## src/rtl/sec_state_pkg.sv

```systemverilog
package sec_state_pkg;

  // 4-bit state codes, reported in bits 11:8 of the status word
  typedef enum logic [3:0] {
    ST_CHECK   = 4'h9,
    ST_TRUSTED = 4'hD,
    ST_NONSEC  = 4'hB,
    ST_SOFTF   = 4'h3
  } sec_state_t;

  // command word bit positions
  localparam int CMD_ADV_BIT = 0;  // step Soft Fail -> Non-Secure
  localparam int CMD_SV_BIT  = 8;  // software violation
  localparam int CMD_FSV_BIT = 9;  // fatal software violation

  // status word field placement
  localparam int STAT_LSB = 8;
  localparam int STAT_W   = 4;

endpackage

```

## src/rtl/sec_state_regs.sv

```systemverilog
module sec_state_regs
  import sec_state_pkg::*;
#(
  parameter int ADDR_W   = 8,
  parameter int DATA_W   = 32,
  parameter logic [ADDR_W-1:0] CMD_OFS  = 'h04,
  parameter logic [ADDR_W-1:0] STAT_OFS = 'h14
) (
  input  logic              clk,
  input  logic              rst,
  input  logic              wr_en,
  input  logic              rd_en,
  input  logic [ADDR_W-1:0] addr,
  input  logic [DATA_W-1:0] wdata,
  input  logic [STAT_W-1:0] cur_code,
  output logic              cmd_adv,
  output logic              cmd_sv,
  output logic              cmd_fsv,
  output logic [DATA_W-1:0] rdata
);

  localparam int HI_PAD = DATA_W - STAT_LSB - STAT_W;

  logic cmd_hit;
  logic stat_hit;
  logic [DATA_W-1:0] rd_mux;
  logic unused_wdata;

  assign cmd_hit  = wr_en && (addr == CMD_OFS);
  assign stat_hit = rd_en && (addr == STAT_OFS);

  // write-one trigger pulses; nothing is stored, so they self-clear
  assign cmd_adv = cmd_hit && wdata[CMD_ADV_BIT];
  assign cmd_sv  = cmd_hit && wdata[CMD_SV_BIT];
  assign cmd_fsv = cmd_hit && wdata[CMD_FSV_BIT];

  assign unused_wdata = ^{wdata[DATA_W-1:CMD_FSV_BIT+1],
                          wdata[CMD_SV_BIT-1:CMD_ADV_BIT+1]};

  assign rd_mux = stat_hit ? {{HI_PAD{1'b0}}, cur_code, {STAT_LSB{1'b0}}}
                           : '0;

  always_ff @(posedge clk) begin
    if (rst) rdata <= '0;
    else     rdata <= rd_mux;
  end

endmodule

```

## src/rtl/sec_state_fsm.sv

```systemverilog
module sec_state_fsm
  import sec_state_pkg::*;
#(
  parameter int N_HWV = 4
) (
  input  logic             clk,
  input  logic             rst,
  input  logic             boot_done,
  input  logic             boot_ok,
  input  logic [N_HWV-1:0] hw_viol,
  input  logic             cmd_adv,
  input  logic             cmd_sv,
  input  logic             cmd_fsv,
  output sec_state_t       cur,
  output logic             evt
);

  sec_state_t nxt;
  logic viol_any;

  assign viol_any = |hw_viol;

  always_comb begin
    nxt = cur;
    unique case (cur)
      ST_CHECK:   if (boot_done) nxt = boot_ok ? ST_TRUSTED : ST_NONSEC;
      ST_TRUSTED: if (viol_any || cmd_sv || cmd_fsv) nxt = ST_SOFTF;
      ST_NONSEC:  if (viol_any || cmd_fsv) nxt = ST_SOFTF;
      ST_SOFTF:   if (cmd_adv) nxt = ST_NONSEC;
      default:    nxt = ST_SOFTF;
    endcase
  end

  always_ff @(posedge clk) begin
    if (rst) begin
      cur <= ST_CHECK;
      evt <= 1'b0;
    end else begin
      cur <= nxt;
      evt <= (nxt != cur);
    end
  end

endmodule

```

## src/rtl/sec_state_mon.sv

```systemverilog
module sec_state_mon
  import sec_state_pkg::*;
#(
  parameter int ADDR_W = 8,
  parameter int N_HWV  = 4,
  parameter logic [ADDR_W-1:0] CMD_OFS  = 'h04,
  parameter logic [ADDR_W-1:0] STAT_OFS = 'h14
) (
  input  logic              clk,
  input  logic              rst,
  input  logic              wr_en,
  input  logic              rd_en,
  input  logic [ADDR_W-1:0] addr,
  input  logic [31:0]       wdata,
  output logic [31:0]       rdata,
  input  logic              boot_done,
  input  logic              boot_ok,
  input  logic [N_HWV-1:0]  hw_viol,
  output logic [3:0]        state_code,
  output logic              state_evt
);

  localparam int DATA_W = 32;

  logic       cmd_adv, cmd_sv, cmd_fsv;
  sec_state_t cur;

  sec_state_regs #(
    .ADDR_W(ADDR_W), .DATA_W(DATA_W),
    .CMD_OFS(CMD_OFS), .STAT_OFS(STAT_OFS)
  ) u_regs (
    .clk(clk), .rst(rst), .wr_en(wr_en), .rd_en(rd_en),
    .addr(addr), .wdata(wdata), .cur_code(cur),
    .cmd_adv(cmd_adv), .cmd_sv(cmd_sv), .cmd_fsv(cmd_fsv),
    .rdata(rdata)
  );

  sec_state_fsm #(.N_HWV(N_HWV)) u_fsm (
    .clk(clk), .rst(rst), .boot_done(boot_done), .boot_ok(boot_ok),
    .hw_viol(hw_viol), .cmd_adv(cmd_adv), .cmd_sv(cmd_sv),
    .cmd_fsv(cmd_fsv), .cur(cur), .evt(state_evt)
  );

  assign state_code = cur;

endmodule

```

## config.mk

```make
export PLATFORM = sky130hd
export DESIGN_NAME = sec_state_mon
export DESIGN_NICKNAME = d
export VERILOG_FILES = /design/src/rtl/sec_state_pkg.sv /design/src/rtl/sec_state_regs.sv /design/src/rtl/sec_state_fsm.sv /design/src/rtl/sec_state_mon.sv
export SDC_FILE = /design/constraint.sdc
export NUM_CORES = 1
export LEC_CHECK = 0
export CAP_MARGIN = 20
export CORE_ASPECT_RATIO = 1.2
export CORE_MARGIN = 1
export CORE_UTILIZATION = 26
export DETAILED_ROUTE_END_ITERATION = 6
export GPL_TIMING_DRIVEN = 0
export HOLD_SLACK_MARGIN = 0.02
export PLACE_DENSITY = 0.85
export SYNTH_ARGS = -nofsm -noshare
export SYNTH_HDL_FRONTEND = slang
export SYNTH_SLANG_ARGS = --single-unit
export TNS_END_PERCENT = 100
```

## constraint.sdc

```tcl
create_clock -name clk -period 2.55 [get_ports clk]
set_input_delay 0.765 -clock clk [delete_from_list [all_inputs] [get_ports clk]]
set_output_delay 0.765 -clock clk [all_outputs]
set_load 0.03 [all_outputs]
```

==> flow_summary.json <==
{
  "fmax_ghz": 0.456,
  "htree_levels": 1,
  "fill_cells": 237,
  "final_antenna_net_count": 0,
  "path_clk_slew_ns": 0.06,
  "crit_required_ns": 1.79,
  "clkSinkCount": 9,
  "avgSynthCellArea_um2": 8.50,
  "pwr-share-clk_pct": 25.2,
  "crit_type": "reg2out",
  "crit_fanout": 8,
  "startpoint_type": "flip-flop",
  "drv_slew": 0,
  "rows": 19,
  "dpl_cell_area_mm2": 0.00106,
  "switchingPower_uw": 139,
  "cts_tree": "yes",
  "regToRegEndpoint": "u_fsm.cur[1]$_SDFF_PP0_",
  "firstDrtPassIters": 4,
  "antenna_found_initial": 0,
  "root_buffer": "clkbuf_4",
  "cts_setup_buffers": 0,
  "power_frac_comb_pct": 38.7,
  "p_sw_share_pct": 33.2,
  "synth_commonest_cells": "buf_4, dfxtp_1, a21oi_1, and2_1, nand2_1",
  "peakVddDrop_mv": 0.181,
  "io-pin-count": 87,
  "skew_ns": 0.00497,
  "holdCritPathClass": "reg2reg",
  "synth_edf_count": 0,
  "yosys_warnings": 0,
  "drive_gt1_share_pct": 27.6,
  "core_area_mm2": 0.00228,
  "critPathMaxStageDelay_ns": 0.72,
  "p_int_uw": 279,
  "reg2reg_from": "u_fsm.cur[2]$_SDFF_PP0_",
  "grt_pass1_vias": 535,
  "synth_area_leaders": "buf_4, dfxtp_1, a21oi_1, and2_1, nor3b_1",
  "cts_hold_buf": 0,
  "synth-seq-area-share_pct": 28.6,
  "arrival_ns": 1.43,
  "ys_types": 27,
  "cp.depth": 1,
  "p_leak_uw": 0.000522,
  "synth_top_flop_cell": "dfxtp_1",
  "synth_async_sr_flop_share_pct": 0,
  "fin_crit_sh_pct": 86.0,
  "crit_end": "state_code[3]",
  "ys_ff_latch": 9,
  "rr_worst_depth": 4,
  "die_w_um": 46.9,
  "period_needed_ns": 2.19,
  "place_congestion": 0.814,
  "synth_cells": 74,
  "cp-startpoint": "u_fsm.cur[3]$_SDFF_PP1_",
  "setup_viol": 0,
  "grt-ovfl-total": 0,
  "hold_viol": 0,
  "die-height_um": 55.9,
  "dp_cells": 161,
  "crit_chain": "clkdlybuf4s50_1",
  "clockBufferDepth": 2,
  "synth_area_um2": 629,
  "diodes": 0,
  "drcViolationCount": 0,
  "hpwl_mm": 1.22,
  "initial_core_util_pct": 27.6,
  "cp-end-kind": "output pin",
  "worstSkewPairLatency_ns": 0.25,
  "grt_usage_pct": 11.8,
  "r2r_slack_ns": 1.28,
  "cts_buffers": 3,
  "wl_mm": 1.37,
  "dieArea_mm2": 0.00262,
  "cp_slowest_cell": "clkdlybuf4s50_1",
  "areaGrowthSynthToFinish_pct": 72.6,
  "wl_per_cell_um": 8.27,
  "io_buffers": 29,
  "synth_top_area_share_pct": 33.4,
  "tns_ns": 0,
  "path_buf_inv": 1,
  "yosysMostFrequentCell": "buf_4",
  "finalNonFillerCells": 165,
  "p_per_area_mw_per_mm2": 385,
  "via_count": 622,
  "vias_per_cell": 3.77,
  "rsz0062_at_grt": "false",
  "outcome": "finished, final reports clean",
  "finalHoldWorstSlack_ns": 0.510,
  "crit_family": "buffers and inverters",
  "postLayoutCoreUtil_pct": 47.6,
  "seqPwrFrac_pct": 36.2,
  "cts.repair.resized": 0,
  "yosysTopAreaCell": "buf_4",
  "grt_pass1_wl_mm": 2.15,
  "max-cap-violations": 0,
  "nets": 185,
  "final_cell_area_mm2": 0.00109,
  "grt_start_max_net_pins": 9,
  "first_iter_violations": 10
}
[cell type report]
type	count	area, um^2	area share [%]
inverter	2	7.51	0.691
tap	31	38.8	3.57
buffer	28	210	19.4
sequential	9	180	16.6
clock buffer	4	26.3	2.42
multi-input combinational	62	333	30.6
timing repair buffer	29	290	26.7
[worst min path at each step]
stage / start / to / slack (ns) / cells past startpoint
3_3_place_gp: u_fsm.cur[2]$_SDFF_PP0_ / u_regs.rdata[10]$_SDFF_PP0_ / 0.49 / 1
6_report: u_fsm.cur[0]$_SDFF_PP1_ / u_regs.rdata[8]$_SDFF_PP0_ / 0.51 / 1
4_1_cts: u_fsm.cur[0]$_SDFF_PP1_ / u_regs.rdata[8]$_SDFF_PP0_ / 0.51 / 1
2_1_floorplan: u_fsm.cur[2]$_SDFF_PP0_ / u_regs.rdata[10]$_SDFF_PP0_ / 0.63 / 1
5_1_grt: u_fsm.cur[2]$_SDFF_PP0_ / u_regs.rdata[10]$_SDFF_PP0_ / 0.53 / 1
3_5_place_dp: u_fsm.cur[2]$_SDFF_PP0_ / u_regs.rdata[10]$_SDFF_PP0_ / 0.50 / 1
[registers in the layout, summed over array words and instances (netlist names)]
register	count
u_regs.rdata	4
u_fsm.evt	1
u_fsm.cur	4
[metal layers]
| metal | track usage (%) | part of all wire, % |
|---|---|---|
| met5 | 0 | 0 |
| met2 | 19.6 | 52 |
| met4 | 8.57 | 1.5 |
| met1 | 11.1 | 34 |
| met3 | 4.22 | 13 |
[per-stage QoR]
stage / total power, uW / worst slack, ns
6_report: 418 / 0.356
5_1_grt: 441 / 0.294
4_1_cts: 422 / 0.343
3_5_place_dp: 314 / 0.196
3_3_place_gp: 312 / 0.251
2_1_floorplan: 267 / 0.698
[power by group through the flow]
stage	clock [uW]	sequential (uW)	combinational (uW)
after floorplan	0	163	103
after global placement	0	154	158
after detailed placement	0	154	160
after CTS	111	151	160
after global routing	118	152	171
final	105	151	162
[placed cells by master, fill, tap and decap left out, types with 2 or more instances in the layout]
cell type / netlist / layout
nor2_1: 2 / 2
inv_1: 2 / 2
clkdlybuf4s50_1: 0 / 29
a21oi_1: 4 / 4
buf_4: 28 / 28
and2_1: 3 / 3
clkbuf_4: 0 / 3
conb_1: 2 / 29
nor3b_1: 2 / 2
nor3_1: 2 / 2
nand2_1: 3 / 3
dfxtp_1: 9 / 9
[cell families after synthesis]
group / Yosys count / synth area share, %
buffers and inverters: 30 / 34.6
AND/OR/NAND/NOR: 23 / 24.3
AO/OA/AOI/OAI: 10 / 11.3
flip-flops: 9 / 28.6
other: 2 / 1.19
(Power assumes the default switching activity.)
